--- config.mk ---
export PLATFORM = sky130hd
export DESIGN_NAME = tri_match_timer
export DESIGN_NICKNAME = d
export VERILOG_FILES = /design/src/rtl/tmt_pkg.sv /design/src/rtl/tmt_tick_src.sv /design/src/rtl/tmt_channel.sv /design/src/rtl/tmt_irq_status.sv /design/src/rtl/tri_match_timer.sv
export SDC_FILE = /design/constraint.sdc
export NUM_CORES = 2
export LEC_CHECK = 0
export BUFFER_PORTS_ARGS = -buffer_cell sky130_fd_sc_hd__buf_2
export CAP_MARGIN = 0
export CELL_PAD_IN_SITES_DETAIL_PLACEMENT = 0
export CELL_PAD_IN_SITES_GLOBAL_PLACEMENT = 1
export CORE_MARGIN = 2
export CORE_UTILIZATION = 48
export CTS_CLUSTER_DIAMETER = 80
export DETAILED_ROUTE_END_ITERATION = 6
export GPL_TIMING_DRIVEN = 0
export PLACE_DENSITY = 0.87
export SLEW_MARGIN = 0
export SYNTH_ARGS = -nofsm -noshare
export SYNTH_HDL_FRONTEND = slang
export SYNTH_HIERARCHICAL = 1
export SYNTH_SLANG_ARGS = --single-unit
--- constraint.sdc ---
create_clock -name clk -period 5.8 [get_ports clk]
set_input_delay 0 -clock clk [delete_from_list [all_inputs] [get_ports clk]]
set_output_delay 0 -clock clk [all_outputs]
set_load 0.03 [all_outputs]
--- src/rtl/tmt_pkg.sv ---
package tmt_pkg;

    // Register slot inside one timer's 16-byte window; the order is the address order.
    typedef enum logic [1:0] {
        REG_COUNT  = 2'd0,
        REG_RELOAD = 2'd1,
        REG_CMP_A  = 2'd2,
        REG_CMP_B  = 2'd3
    } tmr_reg_e;

    // Per-timer event group; bit 0 compare A, bit 1 compare B, bit 2 wrap.
    typedef struct packed {
        logic wrap;
        logic hit_b;
        logic hit_a;
    } tmr_evt_t;

    // Per-timer view of the shared control word.
    typedef struct packed {
        logic count_up;
        logic irq_en;
        logic ext_src;
        logic enable;
    } tmr_cfg_t;

    localparam int EVT_PER_TMR   = 3;
    localparam int WIN_BYTES     = 16;
    localparam int STATUS_OFFSET = 4;
    localparam int MASK_OFFSET   = 8;

    // Pull timer idx's settings out of the control word.
    // Three bits per timer at 3*idx, direction bits packed after all groups.
    function automatic tmr_cfg_t cfg_of(input logic [31:0] ctrl, input int idx, input int num);
        tmr_cfg_t c;
        c.enable   = ctrl[EVT_PER_TMR*idx];
        c.ext_src  = ctrl[EVT_PER_TMR*idx + 1];
        c.irq_en   = ctrl[EVT_PER_TMR*idx + 2];
        c.count_up = ctrl[EVT_PER_TMR*num + idx];
        return c;
    endfunction

endpackage

--- src/rtl/tmt_tick_src.sv ---
module tmt_tick_src #(
    parameter int NUM = 3
) (
    input  logic           clk,
    input  logic           rst,
    input  logic           ext_tick,
    input  logic [NUM-1:0] enable,
    input  logic [NUM-1:0] ext_src,
    output logic [NUM-1:0] tick
);
    // One sampling flop for the external tick, shared by all timers.
    logic ext_q;

    always_ff @(posedge clk) begin
        if (rst) ext_q <= 1'b0;
        else     ext_q <= ext_tick;
    end

    for (genvar n = 0; n < NUM; n++) begin : g_sel
        assign tick[n] = enable[n] & (ext_src[n] ? ext_q : 1'b1);
    end

    // a timer on the external source sees no tick unless the input was high one edge earlier
    AST_EXT_DELAY: assert property (@(posedge clk) disable iff (rst)
        (!ext_tick) |=> ((tick & ext_src) == '0));
endmodule

--- src/rtl/tmt_channel.sv ---
module tmt_channel
    import tmt_pkg::*;
#(
    parameter int W = 32
) (
    input  logic         clk,
    input  logic         rst,
    input  logic         tick,
    input  logic         count_up,
    input  logic         wr_en,
    input  tmr_reg_e     reg_sel,
    input  logic [W-1:0] wr_data,
    output logic [W-1:0] rd_data,
    output tmr_evt_t     evt
);
    localparam logic [W-1:0] CNT_TOP  = '1;
    localparam logic [W-1:0] CNT_ZERO = '0;
    localparam logic [W-1:0] CNT_ONE  = W'(1);

    logic [W-1:0] cnt_q, reload_q, cmp_a_q, cmp_b_q;
    logic [W-1:0] stepped, cnt_next;
    logic         wr_cnt, wr_reload, wr_cmp_a, wr_cmp_b;
    logic         at_end, advance;

    assign wr_cnt    = wr_en && (reg_sel == REG_COUNT);
    assign wr_reload = wr_en && (reg_sel == REG_RELOAD);
    assign wr_cmp_a  = wr_en && (reg_sel == REG_CMP_A);
    assign wr_cmp_b  = wr_en && (reg_sel == REG_CMP_B);

    // End of range depends on direction; reaching it loads the reload value.
    assign at_end   = count_up ? (cnt_q == CNT_TOP) : (cnt_q == CNT_ZERO);
    assign stepped  = count_up ? (cnt_q + CNT_ONE) : (cnt_q - CNT_ONE);
    assign cnt_next = at_end ? reload_q : stepped;

    // A software counter write wins over the tick and suppresses its events.
    assign advance   = tick && !wr_cnt;
    assign evt.hit_a = advance && (cnt_next == cmp_a_q);
    assign evt.hit_b = advance && (cnt_next == cmp_b_q);
    assign evt.wrap  = advance && at_end;

    always_ff @(posedge clk) begin
        if (rst) begin
            cnt_q    <= '0;
            reload_q <= '0;
            cmp_a_q  <= '0;
            cmp_b_q  <= '0;
        end else begin
            if (wr_cnt)         cnt_q <= wr_data;
            else if (tick)      cnt_q <= cnt_next;
            if (wr_reload)      reload_q <= wr_data;
            if (wr_cmp_a)       cmp_a_q  <= wr_data;
            if (wr_cmp_b)       cmp_b_q  <= wr_data;
        end
    end

    always_comb begin
        unique case (reg_sel)
            REG_COUNT:  rd_data = cnt_q;
            REG_RELOAD: rd_data = reload_q;
            REG_CMP_A:  rd_data = cmp_a_q;
            default:    rd_data = cmp_b_q;
        endcase
    end

    AST_DOWN_STEP: assert property (@(posedge clk) disable iff (rst)
        (tick && !count_up && !wr_cnt && cnt_q != CNT_ZERO) |=> (cnt_q == $past(cnt_q) - CNT_ONE));
    AST_DOWN_RELOAD: assert property (@(posedge clk) disable iff (rst)
        (tick && !count_up && !wr_cnt && cnt_q == CNT_ZERO) |=> (cnt_q == $past(reload_q)));
    AST_UP_RELOAD: assert property (@(posedge clk) disable iff (rst)
        (tick && count_up && !wr_cnt && cnt_q == CNT_TOP) |=> (cnt_q == $past(reload_q)));
    AST_HOLD_IDLE: assert property (@(posedge clk) disable iff (rst)
        (!tick && !wr_cnt) |=> $stable(cnt_q));
    AST_CNT_WRITE: assert property (@(posedge clk) disable iff (rst)
        wr_cnt |=> (cnt_q == $past(wr_data)));
endmodule

--- src/rtl/tmt_irq_status.sv ---
module tmt_irq_status #(
    parameter int NUM   = 3,
    parameter int EVT_W = 3 * NUM
) (
    input  logic             clk,
    input  logic             rst,
    input  logic [EVT_W-1:0] evt,
    input  logic             wr_status,
    input  logic             wr_mask,
    input  logic [EVT_W-1:0] wr_data,
    input  logic [NUM-1:0]   irq_en,
    output logic [EVT_W-1:0] status_q,
    output logic [EVT_W-1:0] mask_q,
    output logic [NUM-1:0]   irq
);
    logic [EVT_W-1:0] kept;
    logic [EVT_W-1:0] live;

    // Write-zero-to-clear, then new events OR in so they win over the clear.
    assign kept = wr_status ? (status_q & wr_data) : status_q;
    assign live = status_q & mask_q;

    always_ff @(posedge clk) begin
        if (rst) begin
            status_q <= '0;
            mask_q   <= '0;
        end else begin
            status_q <= kept | evt;
            if (wr_mask) mask_q <= wr_data;
        end
    end

    for (genvar n = 0; n < NUM; n++) begin : g_irq
        assign irq[n] = irq_en[n] & (|live[3*n +: 3]);
    end

    AST_EVT_STICKY: assert property (@(posedge clk) disable iff (rst)
        (|evt) |=> ((status_q & $past(evt)) == $past(evt)));
    AST_STATUS_HOLD: assert property (@(posedge clk) disable iff (rst)
        (!wr_status && evt == '0) |=> $stable(status_q));
    AST_IRQ_GATED: assert property (@(posedge clk) disable iff (rst)
        ((irq & ~irq_en) == '0));
endmodule

--- src/rtl/tri_match_timer.sv ---
module tri_match_timer
    import tmt_pkg::*;
#(
    parameter int NUM_TIMERS = 3,
    parameter int TMR_W      = 32,
    parameter int ADDR_W     = 8
) (
    input  logic                  clk,
    input  logic                  rst,
    input  logic                  ext_tick,
    input  logic                  bus_wr,
    input  logic [ADDR_W-1:0]     bus_addr,
    input  logic [TMR_W-1:0]      bus_wdata,
    output logic [TMR_W-1:0]      bus_rdata,
    output logic [NUM_TIMERS-1:0] irq
);
    localparam int EVT_W  = EVT_PER_TMR * NUM_TIMERS;
    localparam int CTRL_W = 4 * NUM_TIMERS;
    localparam int IDX_W  = ADDR_W - 4;
    localparam logic [ADDR_W-1:0] CTRL_ADDR = ADDR_W'(NUM_TIMERS * WIN_BYTES);
    localparam logic [ADDR_W-1:0] STAT_ADDR = ADDR_W'(NUM_TIMERS * WIN_BYTES + STATUS_OFFSET);
    localparam logic [ADDR_W-1:0] MASK_ADDR = ADDR_W'(NUM_TIMERS * WIN_BYTES + MASK_OFFSET);

    logic [CTRL_W-1:0]     ctrl_q;
    tmr_cfg_t              cfg      [NUM_TIMERS];
    logic [TMR_W-1:0]      chan_rd  [NUM_TIMERS];
    tmr_evt_t              chan_evt [NUM_TIMERS];
    logic [NUM_TIMERS-1:0] en_v, src_v, ie_v, tick_v;
    logic [EVT_W-1:0]      evt_v, status_v, mask_v;
    logic                  hit_tmr, wr_ctrl, wr_stat, wr_mask;
    logic [IDX_W-1:0]      tmr_idx;
    tmr_reg_e              reg_sel;
    logic                  unused_bits;

    assign hit_tmr = bus_addr < CTRL_ADDR;
    assign tmr_idx = bus_addr[ADDR_W-1:4];
    assign reg_sel = tmr_reg_e'(bus_addr[3:2]);
    assign wr_ctrl = bus_wr && (bus_addr == CTRL_ADDR);
    assign wr_stat = bus_wr && (bus_addr == STAT_ADDR);
    assign wr_mask = bus_wr && (bus_addr == MASK_ADDR);
    assign unused_bits = ^{bus_wdata[TMR_W-1:CTRL_W], bus_addr[1:0]};

    always_ff @(posedge clk) begin
        if (rst)          ctrl_q <= '0;
        else if (wr_ctrl) ctrl_q <= bus_wdata[CTRL_W-1:0];
    end

    for (genvar n = 0; n < NUM_TIMERS; n++) begin : g_tmr
        assign cfg[n]   = cfg_of(32'(ctrl_q), n, NUM_TIMERS);
        assign en_v[n]  = cfg[n].enable;
        assign src_v[n] = cfg[n].ext_src;
        assign ie_v[n]  = cfg[n].irq_en;

        tmt_channel #(.W(TMR_W)) u_chan (
            .clk      (clk),
            .rst      (rst),
            .tick     (tick_v[n]),
            .count_up (cfg[n].count_up),
            .wr_en    (bus_wr && hit_tmr && (tmr_idx == IDX_W'(n))),
            .reg_sel  (reg_sel),
            .wr_data  (bus_wdata),
            .rd_data  (chan_rd[n]),
            .evt      (chan_evt[n])
        );

        assign evt_v[EVT_PER_TMR*n +: EVT_PER_TMR] = chan_evt[n];
    end

    tmt_tick_src #(.NUM(NUM_TIMERS)) u_tick (
        .clk      (clk),
        .rst      (rst),
        .ext_tick (ext_tick),
        .enable   (en_v),
        .ext_src  (src_v),
        .tick     (tick_v)
    );

    tmt_irq_status #(.NUM(NUM_TIMERS), .EVT_W(EVT_W)) u_stat (
        .clk       (clk),
        .rst       (rst),
        .evt       (evt_v),
        .wr_status (wr_stat),
        .wr_mask   (wr_mask),
        .wr_data   (bus_wdata[EVT_W-1:0]),
        .irq_en    (ie_v),
        .status_q  (status_v),
        .mask_q    (mask_v),
        .irq       (irq)
    );

    always_comb begin
        bus_rdata = '0;
        if (hit_tmr) begin
            for (int n = 0; n < NUM_TIMERS; n++) begin
                if (tmr_idx == IDX_W'(n)) bus_rdata = chan_rd[n];
            end
        end else if (bus_addr == CTRL_ADDR) begin
            bus_rdata = TMR_W'(ctrl_q);
        end else if (bus_addr == STAT_ADDR) begin
            bus_rdata = TMR_W'(status_v);
        end else if (bus_addr == MASK_ADDR) begin
            bus_rdata = TMR_W'(mask_v);
        end
    end

    AST_RESET_QUIET: assert property (@(posedge clk)
        $past(rst) |-> (irq == '0));
endmodule

==> metrics <==
status finished with violations; violated checks negative setup slack; vias per cell approximately 6.8; area of the multi-input gates between 20000 and 25000 um^2; # fillers roughly 6.5k; setup violators final 2; synthesized area per cell approximately 7.5 um^2; CTS tree done; clock slew at reported path FFs 0.06 ns; DPL Wire Length roughly 140 mm; CP endpoint kind flip-flop; die height approximately 270 um; n_diodes 0; Seq/Total Area, Yosys roughly 25%; Yosys cell types 105; setup TNS -0.0855 ns; port bufs 78; reg2reg start ctrl_q[10]$_SDFFE_PP0P_; CP Data Arrival Time 6.42 ns; gr usage total 47.8%; P&R area growth vs syn 11.4%; fin crit period roughly 5.9 ns; vias post-DR 37.3k; Final period util 101%; setup ws final -0.0790 ns; synth warn 6; critical path class flip-flop to flip-flop; largest cells by area after synthesis dfxtp_1 (25%), nand2_1 (10%), a21oi_1 (8.8%); sw frac 30.5%; clock power share between 40% and 50%; RSZ-0062 raised after global routing true; Clock Path Buffers 3; Sequential Area 8310 um^2; vias in the first global route between 30k and 40k; Worst Tran Pin Value about 1.5 ns; Primary FF master, synth dfxtp_1; Worst Skew 0.0315 ns; final wirelength 173 mm; Die Span X ~270 um; Initial DRC Count approximately 5.6k; NetSw approximately 2.3 mW; post-route antenna net violation count 0; Final nets between 4k and 5k; CTS root buf clkbuf_16; Comb pwr share 17.9%; PD cells 206 nW/um^2; Placer Congestion between 1 and 1.5; Req. time, crit path between 6 and 7 ns; Fmax 0.170 GHz; Row Count 95; clk_lat worst skew 0.61 ns; first-pass GRT wire length around 240 mm; startpoint types flip-flop; Worst slew margin about 3%; sequential power share about two fifths; H-tree levels 2; full die area approximately 70000 um^2; Max-cap violations 0; CTS Sinks approximately 420; drt wl/cell 31.8 um; dpl ws -0.828 ns; FFs w/ async S/R, synth 0%; Critical path origin ctrl_q[10]$_SDFFE_PP0P_; Core Area a little under 70000 um^2; antenna violations before repair 6; CP Max Fanout 15; Syn Std Cell Area between 30000 and 40000 um^2; Max Slew Vio Count 0; Yosys top cell area share roughly a quarter; GRT overflow 0; Post-synth EDFFs 0; #FFs+latches synth 415; total leakage power 12.9 nW; DRC viols 0; total CTS buffers between 40 and 50; layout cells sized above 1 10.0%; Final Power between 7 and 8 mW; first drt pass iteration count 6; maximum vdd drop roughly 270 uV; Hold Crit Class input port to flip-flop; Pint between 5 and 6 mW; I/O pins between 70 and 80; post-synth top area cell dfxtp_1; Final Hold Fails 0; largest net degree at the start of global routing 16; hold path start bus_addr[2]; Post-Syn Nets ~4.5k; effective utilization at floorplan between 40% and 50%; Gate Count Post-Synth 4354
-- metrics by stage --
step                      area (um^2)  cells  hold slack [ns]  utilization, %
after floorplan                 32700   4354           0.0716               -
after global placement          34200   5305            0.212            50.8
after detailed placement        34200   5305            0.222            50.8
after CTS                       36400   5437           0.0281            54.1
after global routing            36400   5444           0.0746            54.2
final                           36400   5444           0.0685            54.2
-- Yosys cell counts (51+ instances only) --
| cell type | number |
|---|---|
| inv_1 | 132 |
| nor3_1 | 75 |
| a211oi_1 | 56 |
| ha_1 | 90 |
| a21oi_1 | 572 |
| dfxtp_1 | 415 |
| nand3_1 | 51 |
| nand2b_1 | 53 |
| o211ai_1 | 77 |
| xnor2_1 | 171 |
| mux2i_1 | 79 |
| nand2_1 | 889 |
| mux4_2 | 96 |
| nor2_1 | 284 |
| xor2_1 | 136 |
| clkbuf_1 | 225 |
| nand4_1 | 88 |
| o21ai_0 | 96 |
| nor4_1 | 65 |
-- repair_timing --
item                       in CTS  in global routing
pin swaps                       0                  1
resized for setup              12                  4
hold buffers                   38                  0
setup buffers                   4                  7
cloned                          3                  0
setup endpoints to repair       5                  5
hold endpoints to repair      402                  0
-- worst paths after layout --
kind	cells past startpoint	slack (ns)	end
max	17	-0.08	u_stat/status_q[3]$_SDFF_PP0_
min	5	0.07	g_tmr[1].u_chan/reload_q[0]$_SDFFE_PP0P_
max reg2reg	17	-0.08	u_stat/status_q[3]$_SDFF_PP0_
min reg2reg	2	0.48	g_tmr[1].u_chan/cmp_b_q[12]$_SDFFE_PP0P_
-- routing by layer --
layer	up-vias	track usage (%)	wire (um)
li1	16100	-	-
met1	17700	59.8	63300
met2	2778	72.4	73100
met3	728	13.4	22200
met4	4	30.9	14500
met5	-	0	18
-- critical path, stage by stage, from the launching register on --
cell	delay (ns)
dfxtp_2	0.64
clkinvlp_4	0.15
buf_4	0.24
ha_1	0.36
clkbuf_1	0.35
nand4_1	0.25
a211oi_1	0.30
a22oi_2	0.20
nand2_1	0.12
xor2_1	0.55
xor2_1	0.33
a2111oi_0	0.51
a21oi_1	0.10
a2111oi_0	0.52
nand4_1	0.19
a2111oi_2	0.77
a21oi_1	0.08
nor2_1	0.12
-- power by group through the flow --
stage	Combinational [mW]	Clock (mW)	Sequential [mW]
2_1_floorplan	0.739	0	2.94
3_3_place_gp	1.25	0	2.95
3_5_place_dp	1.24	0	2.95
4_1_cts	1.27	3.28	2.89
5_1_grt	1.37	3.40	2.89
6_report	1.34	3.29	2.89
-- cell usage in the layout (no fill, tap or decap), types with 13 or more instances in the layout --
cell type and n:
inv_1 129, clkbuf_1 237, o21a_1 22, nand2_1 889, nor2_1 284, o21ai_0 96, a21oi_1 572, dfxtp_1 413
nor3_1 75, nand3_1 51, a211oi_1 56, o211ai_1 77, nor2b_1 27, o31ai_1 13, a21o_1 27, buf_1 25
nand2b_1 53, a22oi_1 13, and2_1 14, a31oi_1 27, buf_2 127, and3_1 19, nor4_1 64, o22ai_1 31
or3_1 26, nor3b_1 13, a221oi_1 18, clkbuf_16 48, mux2i_1 79, a311oi_1 22, mux4_2 96, xnor2_1 171
buf_4 18, ha_1 90, dlygate4sd3_1 38, xor2_1 135, nand4_1 88, or2_2 30, a2111oi_0 22
-- layout make-up --
class / instances / share of cell area [%]
Timing Repair Buffer: 127 / 2.34
Clock buffer: 71 / 3.84
Buffer: 317 / 3.65
Inverter: 133 / 1.40
Tap cell: 873 / 3.00
Sequential cell: 415 / 22.8
Timing Repair inverter: 3 / 0.0618
Multi-Input combinational cell: 3489 / 62.1
Clock inverter: 16 / 0.797
-- flip-flops by register name, indices dropped and copies added (netlist names) --
register and count:
ctrl_q 12, g_tmr.u_chan/cmp_a_q 96, g_tmr.u_chan/cmp_b_q 96, g_tmr.u_chan/cnt_q 96, g_tmr.u_chan/reload_q 96, u_stat/mask_q 9
u_stat/status_q 9, u_tick/ext_q 1
-- logic make-up (layout without fill, tap and decap cells) --
| kind of cell | Yosys count | in the layout | synth area share [%] |
|---|---|---|---|
| and+or+nand+nor | 1698 | 1698 | 23.6 |
| AOI/OAI and AO/OA | 1201 | 1201 | 23.8 |
| buffers and inverters | 450 | 667 | 5.59 |
| DFF | 415 | 415 | 25.4 |
| xor gates and xnor gates | 312 | 312 | 8.55 |
| muxes | 185 | 185 | 9.37 |
| adders and majority gates | 93 | 93 | 3.63 |
(Power assumes the default switching activity.)
